File: src/rtl/rxr_pkg.sv
package rxr_pkg;
  localparam int BYTE_W = 8;
  localparam int CNT_W  = 16;
  localparam int HDR_BYTES = 4;

  localparam logic [1:0] SEL_FIRST = 2'd0;
  localparam logic [1:0] SEL_END   = 2'd1;
  localparam logic [1:0] SEL_BND   = 2'd2;
  localparam logic [1:0] SEL_CUR   = 2'd3;

  typedef struct packed {
    logic       pktBegin;
    logic       putByte;
    logic       endPkt;
    logic       hdrWr;
    logic [1:0] hdrIdx;
    logic       commit;
    logic       ovf;
    logic       miss;
  } rxr_strobe_t;
endpackage

File: src/rtl/rxr_datapath.sv
module rxr_datapath
  import rxr_pkg::*;
#(
  parameter int PAGE_W = 8,
  parameter int OFF_W  = 8,
  localparam int ADDR_W = PAGE_W + OFF_W
) (
  input  logic                clk,
  input  logic                rstN,
  input  logic                cfgWe,
  input  logic [1:0]          cfgSel,
  input  logic [PAGE_W-1:0]   cfgData,
  input  logic [BYTE_W-1:0]   rxData,
  input  logic [BYTE_W-1:0]   rxStatus,
  input  rxr_strobe_t         stb,
  output logic                fullStart,
  output logic                fullEntry,
  output logic                memWe,
  output logic [ADDR_W-1:0]   memAddr,
  output logic [BYTE_W-1:0]   memData,
  output logic [PAGE_W-1:0]   curPage,
  output logic                rstFlag
);
  logic [PAGE_W-1:0] regFirst, regEnd, regBnd, regCur;
  logic [PAGE_W-1:0] wrPage, pktPage, linkPage;
  logic [OFF_W-1:0]  wrOff;
  logic [CNT_W-1:0]  byteCnt, hdrCnt;
  logic [BYTE_W-1:0] statByte;

  function automatic logic [PAGE_W-1:0] stepPage(input logic [PAGE_W-1:0] p,
      input logic [PAGE_W-1:0] first, input logic [PAGE_W-1:0] last);
    logic [PAGE_W-1:0] inc;
    inc = p + 1'b1;
    return (inc == last) ? first : inc;
  endfunction

  always_comb begin
    linkPage  = (wrOff == '0) ? wrPage : stepPage(wrPage, regFirst, regEnd);
    fullStart = stepPage(regCur, regFirst, regEnd) == regBnd;
    fullEntry = (wrOff == '0) && (stepPage(wrPage, regFirst, regEnd) == regBnd);
    hdrCnt    = byteCnt + CNT_W'(HDR_BYTES);
  end

  always_ff @(posedge clk) begin
    if (!rstN) begin
      regFirst <= '0; regEnd <= '0; regBnd <= '0; regCur <= '0;
      wrPage <= '0; pktPage <= '0; wrOff <= '0; byteCnt <= '0;
      statByte <= '0; memWe <= 1'b0; memAddr <= '0; memData <= '0;
      rstFlag <= 1'b0;
    end else begin
      memWe <= 1'b0;
      if (cfgWe) begin
        case (cfgSel)
          SEL_FIRST: regFirst <= cfgData;
          SEL_END:   regEnd   <= cfgData;
          SEL_BND: begin
            regBnd  <= cfgData;
            rstFlag <= 1'b0;
          end
          default:   regCur   <= cfgData;
        endcase
      end
      if (stb.ovf) rstFlag <= 1'b1;
      if (stb.pktBegin) begin
        pktPage <= regCur;
        wrPage  <= regCur;
        wrOff   <= OFF_W'(HDR_BYTES);
        byteCnt <= '0;
      end
      if (stb.putByte) begin
        memWe   <= 1'b1;
        memAddr <= {wrPage, wrOff};
        memData <= rxData;
        byteCnt <= byteCnt + 1'b1;
        wrOff   <= wrOff + 1'b1;
        if (wrOff == '1) wrPage <= stepPage(wrPage, regFirst, regEnd);
      end
      if (stb.endPkt) statByte <= rxStatus;
      if (stb.hdrWr) begin
        memWe   <= 1'b1;
        memAddr <= {pktPage, OFF_W'(stb.hdrIdx)};
        case (stb.hdrIdx)
          2'd0:    memData <= statByte;
          2'd1:    memData <= BYTE_W'(linkPage);
          2'd2:    memData <= hdrCnt[BYTE_W-1:0];
          default: memData <= hdrCnt[CNT_W-1:BYTE_W];
        endcase
      end
      if (stb.commit) regCur <= linkPage;
    end
  end

  assign curPage = regCur;
endmodule

File: src/rtl/rxr_ctrl.sv
module rxr_ctrl
  import rxr_pkg::*;
(
  input  logic        clk,
  input  logic        rstN,
  input  logic        monitorMode,
  input  logic        rxStart,
  input  logic        rxValid,
  input  logic        rxEnd,
  input  logic        fullStart,
  input  logic        fullEntry,
  output rxr_strobe_t stb,
  output logic        ovwPulse,
  output logic        missedPulse,
  output logic        donePulse
);
  typedef enum logic [1:0] {S_IDLE, S_DATA, S_DROP, S_HDR} state_t;
  state_t state, nextState;
  logic [1:0] hdrCnt;

  always_comb begin
    stb = '0;
    nextState = state;
    case (state)
      S_IDLE: if (rxStart) begin
        if (monitorMode) begin
          stb.miss = 1'b1;
          nextState = S_DROP;
        end else if (fullStart) begin
          stb.ovf = 1'b1;
          stb.miss = 1'b1;
          nextState = S_DROP;
        end else begin
          stb.pktBegin = 1'b1;
          nextState = S_DATA;
        end
      end
      S_DATA: begin
        if (rxValid && fullEntry) begin
          stb.ovf = 1'b1;
          stb.miss = 1'b1;
          nextState = rxEnd ? S_IDLE : S_DROP;
        end else begin
          stb.putByte = rxValid;
          if (rxEnd) begin
            stb.endPkt = 1'b1;
            nextState = S_HDR;
          end
        end
      end
      S_DROP: if (rxEnd) nextState = S_IDLE;
      default: begin
        stb.hdrWr = 1'b1;
        stb.hdrIdx = hdrCnt;
        if (hdrCnt == 2'd3) begin
          stb.commit = 1'b1;
          nextState = S_IDLE;
        end
      end
    endcase
  end

  always_ff @(posedge clk) begin
    if (!rstN) begin
      state <= S_IDLE;
      hdrCnt <= '0;
      ovwPulse <= 1'b0;
      missedPulse <= 1'b0;
      donePulse <= 1'b0;
    end else begin
      state <= nextState;
      hdrCnt <= (state == S_HDR) ? hdrCnt + 1'b1 : 2'd0;
      ovwPulse <= stb.ovf;
      missedPulse <= stb.miss;
      donePulse <= stb.commit;
    end
  end
endmodule

File: src/rtl/rx_ring_mgr.sv
module rx_ring_mgr
  import rxr_pkg::*;
#(
  parameter int PAGE_W = 8,
  parameter int OFF_W  = 8,
  localparam int ADDR_W = PAGE_W + OFF_W
) (
  input  logic              clk,
  input  logic              rstN,
  input  logic              cfgWe,
  input  logic [1:0]        cfgSel,
  input  logic [PAGE_W-1:0] cfgData,
  input  logic              monitorMode,
  input  logic              rxStart,
  input  logic              rxValid,
  input  logic [7:0]        rxData,
  input  logic              rxEnd,
  input  logic [7:0]        rxStatus,
  output logic              memWe,
  output logic [ADDR_W-1:0] memAddr,
  output logic [7:0]        memData,
  output logic [PAGE_W-1:0] curPage,
  output logic              ovwPulse,
  output logic              missedPulse,
  output logic              donePulse,
  output logic              rstFlag
);
  rxr_strobe_t stb;
  logic fullStart, fullEntry;

  rxr_ctrl ctrl_i (
    .clk(clk), .rstN(rstN), .monitorMode(monitorMode),
    .rxStart(rxStart), .rxValid(rxValid), .rxEnd(rxEnd),
    .fullStart(fullStart), .fullEntry(fullEntry), .stb(stb),
    .ovwPulse(ovwPulse), .missedPulse(missedPulse), .donePulse(donePulse)
  );

  rxr_datapath #(.PAGE_W(PAGE_W), .OFF_W(OFF_W)) dp_i (
    .clk(clk), .rstN(rstN), .cfgWe(cfgWe), .cfgSel(cfgSel), .cfgData(cfgData),
    .rxData(rxData), .rxStatus(rxStatus), .stb(stb),
    .fullStart(fullStart), .fullEntry(fullEntry),
    .memWe(memWe), .memAddr(memAddr), .memData(memData),
    .curPage(curPage), .rstFlag(rstFlag)
  );
endmodule

File: config.mk
export PLATFORM = sky130hd
export DESIGN_NAME = rx_ring_mgr
export DESIGN_NICKNAME = d
export VERILOG_FILES = /design/src/rtl/rxr_pkg.sv /design/src/rtl/rxr_datapath.sv /design/src/rtl/rxr_ctrl.sv /design/src/rtl/rx_ring_mgr.sv
export SDC_FILE = /design/constraint.sdc
export NUM_CORES = 1
export LEC_CHECK = 0
export ABC_AREA = 1
export CAP_MARGIN = 20
export CORE_MARGIN = 2
export CORE_UTILIZATION = 40
export CTS_CLUSTER_DIAMETER = 60
export DETAILED_ROUTE_END_ITERATION = 7
export GPL_ROUTABILITY_DRIVEN = 0
export GPL_TIMING_DRIVEN = 0
export RECOVER_POWER = 25
export SLEW_MARGIN = 20
export SYNTH_ARGS = -nofsm -noshare
export SYNTH_HDL_FRONTEND = slang
export SYNTH_HIERARCHICAL = 1
export SYNTH_SLANG_ARGS = --single-unit
export TNS_END_PERCENT = 10
File: constraint.sdc
create_clock -name clk -period 4.5 [get_ports clk]
set_clock_uncertainty 0.1 [all_clocks]
set_input_delay 0.675 -clock clk [delete_from_list [all_inputs] [get_ports clk]]
set_output_delay 0.675 -clock clk [all_outputs]
set_load 0.005 [all_outputs]
Yosys cells after proc, flatten, opt, wreduce, memory -nomap -nowiden
Index checks and enable logic that the tools add are counted. W data, S select, Z words.

ROM bits: 0. Logic and storage cells: 112. Register bits after elaboration: 113. Memory bits (writable): 0. Memories: 0. Latch bits: 0.

Bitwise gates (word level): 1. Magnitude comparators: 0. Reduce and logical (&&, ||, !) cells: 22. $add $sub $neg: 6. Shift-type cells: 0. Multipliers: 0. Eq/ne operators: 17. Multiplexer cells: 47. Divide/modulo/power cells: 0.

Operator list (count): $mux W8 (13); $mux W16 (4); $eq A8 B8 Y1 (4); $mux W2 (13); $add A8 B1 Y8 const B (3); $pmux W8 S3 (1); $add A16 B1 Y16 const B (1); $add A16 B3 Y16 const B (1); $mux W1 (13); $reduce_and A2 Y1 (6); $eq A2 B2 Y1 const B (5); $reduce_bool A2 Y1 (5); $eq A8 B8 Y1 const B (1); $logic_not A8 Y1 (1); $eq A2 B1 Y1 const B (3); $logic_not A2 Y1 (3); $pmux W2 S3 (1); $reduce_or A3 Y1 (2); $mux W4 (1); $ne A2 B2 Y1 const B (2); $pmux W2 S2 (1); $reduce_and A4 Y1 (1); $reduce_bool A4 Y1 (1); $ne A3 B2 Y1 const B (1); 5 further kinds (6).

Logic depth before layout (Yosys ltp)
Word-level depth: 11. Gate-level depth with buffers: 29. Mapped depth without buffers: 28.

By module
Netlist, hierarchy kept.

Modules (own cells, without submodules): rxr_datapath (cells an instance 903, sequential area each 2122.0 um2, area an instance 6043.3 um2, instances 1); rxr_ctrl (cells an instance 70, sequential area each 140.1 um2, area an instance 422.9 um2, instances 1).

Worst setup path after synthesis
OpenSTA, ideal clock, no wires.

Kind: register -> register. Start point: reg dp_i.regCur[0], in the netlist dp_i/curPage[0]. End point: reg dp_i.byteCnt[6]. Period minus slack after synthesis: 3558 ps. Required time: 4280 ps. Slack: 942 ps. Setup time: 120 ps. Arrival: 3338 ps. Cell stages (with the launch flop): 29. Path buffers: 2. Cell sequence: dfxtp_1 ha_1 nand3_2 nor2_4 inv_2 nand2_2 nand2_1 nand2_1 nand2_1 nor2_4 nand3_4 nand2_1 nand2_1 nand2_1 nand2_1 nand2_1 inv_1 nand2_1 nor2_1 nor2_1 nand2_2 nor2_1 clkbuf_1 clkinv_1 nor2_1 inv_1 clkbuf_1 a32oi_1 a21oi_1.

RTL lines: start: declaration (RTL line rxr_datapath.sv:24) `logic [PAGE_W-1:0] regFirst, regEnd, regBnd, regCur;`; start signal: assignment (RTL line rxr_datapath.sv:60) `default: regCur <= cfgData;`; start signal: assignment (RTL line rxr_datapath.sv:89) `if (stb.commit) regCur <= linkPage;`; end signal: assignment (RTL line rxr_datapath.sv:74) `byteCnt <= byteCnt + 1'b1;`; end: declaration (RTL line rxr_datapath.sv:27) `logic [CNT_W-1:0] byteCnt, hdrCnt;`.

==> results_dict.tcl <==
set metrics [dict create \
    vias_per_cell 5.282 \
    worstPathArrival_ps 4420 \
    cts.sinks 113 \
    antenna_left 0 \
    coreArea_sq_um 15830 \
    wl_mm 21.28 \
    dr_wl_met2_mm 9.540 \
    n_fill_cell 1653 \
    cts_tree "built" \
    period_share 0.9253 \
    h-tree-depth 4 \
    nets 1100 \
    worst_hold_path_type "reg2reg" \
    wl_per_cell_microns 16.51 \
    first_iter_violations 676 \
    syn_inst 972 \
    startpoint "dp_i/wrPage[0]$_SDFF_PN0_" \
    die_area_sq_um 17190 \
    clkSlewWorstSetupHoldPaths_ps 60 \
    p_per_area_nw_per_um2 417.4 \
    crit_path_top_delay_cell "nor2_1" \
    min_from "dp_i/pktPage[1]$_SDFFE_PN0P_" \
    antennaDiodeCount 0 \
    dieHeight_microns 131.1 \
    whs_ps 353.1 \
    setup_viol 0 \
    track_usage 0.2496 \
    place_inst 1257 \
    pin_count 70 \
    cp_max_fo 10 \
    path_depth 19 \
    power_leakage_uw 0.003431 \
    worst_slew_pin_slew_ps 836.5 \
    power_uw 3362 \
    insertion_delay_ps 420 \
    endpoint_kind "flop" \
    hpwl_mm 16.19 \
    reg2reg_setup_slack_ps 340 \
    io_buffers 69 \
    pwr-share-seq 0.355 \
    overflow 0 \
    path_buf_inv 2 \
    relSlewSlack 0.4403 \
    cap_violations 0 \
    drv_slew 0 \
    die_x_microns 131.1 \
    fmax_mhz 240.2 \
    grt_pass1_vias 6372 \
    internal-power_uw 2285 \
    timing.rr.start "dp_i/wrPage[0]$_SDFF_PN0_" \
    path_cells "ha_1, nand2_2, nor2_4, nand3_2, nand3_1, nand2_2, nor2_8, nand3_4, nand2_2, nand2_1, o21ai_1, nor2_1, nand3_1, nor2_1, nor2_1, clkbuf_1, buf_1, o21ai_0, a21oi_1" \
    power.switching_uw 1078 \
    ir_drop_mv 0.2366 \
    finalCriticalPeriod_ps 4164 \
    row_count 46 \
    status "finished, final reports clean" \
    multi_input_area_sq_um 3602 \
    start_util 0.4083 \
    wl_met1_mm 9.752 \
    switching_share 0.3205 \
    fin_cells 1289 \
    worstRegToRegCells 19 \
    area.sequential_sq_um 2265 \
    drc 0 \
    grt_first_pass_wirelength_mm 33.70 \
    syn_area_per_cell_sq_um 6.649 \
    slowest_delay_ps 530 \
    clkPwrFrac 0.420 \
    syn2layout_area_growth_pct 24.65 \
    p_comb_frac 0.225 \
    crit_required_ps 4760 \
    first_pass_iters 7 \
    path_class "reg2reg" \
    antenna_found_initial 0 \
    root_buffer "clkbuf_16" \
    syn-num-nets 1012 \
    cp-start-kind "flop" \
    hold_viol 0 \
    yosys_warnings 6 \
    grt_max_degree 17 \
    ctsHoldBuffers 0 \
    maxUsedRoutingLayer "met4" \
    path_delay_family "simple AND/OR/NAND/NOR gates" \
    drive_gt1_frac 0.08388 \
    min_path_cells 2 \
    finalSetupTns_ps 0 \
    clock_path_buffers 2 \
    cts_inserted_buffers 17 \
    synth_area_sq_um 6462 \
    rsz0062_at_grt "no" \
    vias 6809 \
    route.met3.wl_mm 1.457 \
]
## worst paths after layout
kind	end
hold / removal	dp_i/memAddr[9]$_SDFFE_PN0P_
setup reg to reg	dp_i/memAddr[4]$_SDFFE_PP0P_
hold reg to reg	dp_i/memAddr[9]$_SDFFE_PN0P_
setup / recovery	dp_i/memAddr[4]$_SDFFE_PP0P_
## layout by cell type, fill, tap and decap left out, types with 6 or more instances in the layout
cell type	count
nand4_1	24
nor2_4	6
a21oi_1	77
nand3_1	79
clkbuf_16	17
dfxtp_1	111
o21ai_0	80
nor2_1	91
a221oi_1	7
clkbuf_1	23
nor3_1	10
dlygate4sd3_1	32
inv_2	7
a211oi_1	11
inv_1	119
ha_1	7
clkdlybuf4s50_1	37
nand2_1	216
o211ai_1	19
nand2_2	19
xor2_1	10
## metal layers
| metal | vias up | track usage |
|---|---|---|
| met5 | - | 0 |
| met4 | 0 | 0.09360 |
| met3 | 34 | 0.04823 |
| met2 | 249 | 0.3936 |
| met1 | 3121 | 0.3396 |
| li1 | 3405 | - |
## power by group through the flow
stage               clock, uW  combinational [uW]  sequential, uW
floorplan                   0                 458            1190
global placement            0                 759            1210
detailed placement          0                 763            1210
CTS                      1440                 771            1190
global route             1480                 849            1200
finish                   1410                 757            1190
## cell type report
type                            count  area share
Tap cell                          216     0.03355
Multi-Input combinational cell    699      0.4472
Inverter                          131     0.06120
Buffer                             29     0.01476
Clock inverter                     14     0.02190
Clock buffer                       18     0.05452
Timing Repair Buffer               69     0.08574
Sequential cell                   113      0.2811
## registers in the layout (all words and copies together), names as in the netlist
name and cells:
ctrl_i/donePulse 1, dp_i/pktPage 8, dp_i/regEnd 8, ctrl_i/hdrCnt 2, dp_i/memData 8, dp_i/rstFlag 1, dp_i/memWe 1, dp_i/statByte 8
dp_i/regFirst 8, ctrl_i/ovwPulse 1, dp_i/wrOff 8, dp_i/regBnd 8, dp_i/wrPage 8, ctrl_i/state 2, ctrl_i/missedPulse 1, dp_i/byteCnt 16
dp_i/curPage 8, dp_i/memAddr 16
## metrics by stage
step / cell area (sq um) / util / setup slack, ps
finish: 8055 / 0.5089 / 336.0
global route: 8055 / 0.5089 / 44.16
CTS: 8044 / 0.5082 / 133.9
detailed placement: 7423 / 0.4690 / -371.2
global placement: 7423 / 0.4690 / -350.5
floorplan: 6462 / - / 942.3
## worst reg2reg max path: stages (launching register included)
cell      delay [ps]
dfxtp_1          450
ha_1             230
nand2_2          130
nor2_4           150
nand3_2           80
nand3_1          100
nand2_2          110
nor2_8           210
nand3_4          170
nand2_2          100
nand2_1          130
o21ai_1          150
nor2_1            60
nand3_1           70
nor2_1           100
nor2_1           530
clkbuf_1         460
buf_1            480
o21ai_0          170
a21oi_1          130
## timing repair
action                     4_1_cts  5_1_grt
pin swaps                        0        0
setup buffers                    0        0
setup endpoints to repair       17       18
gates resized for setup          3        6
Power figures use the tool's default switching activity.
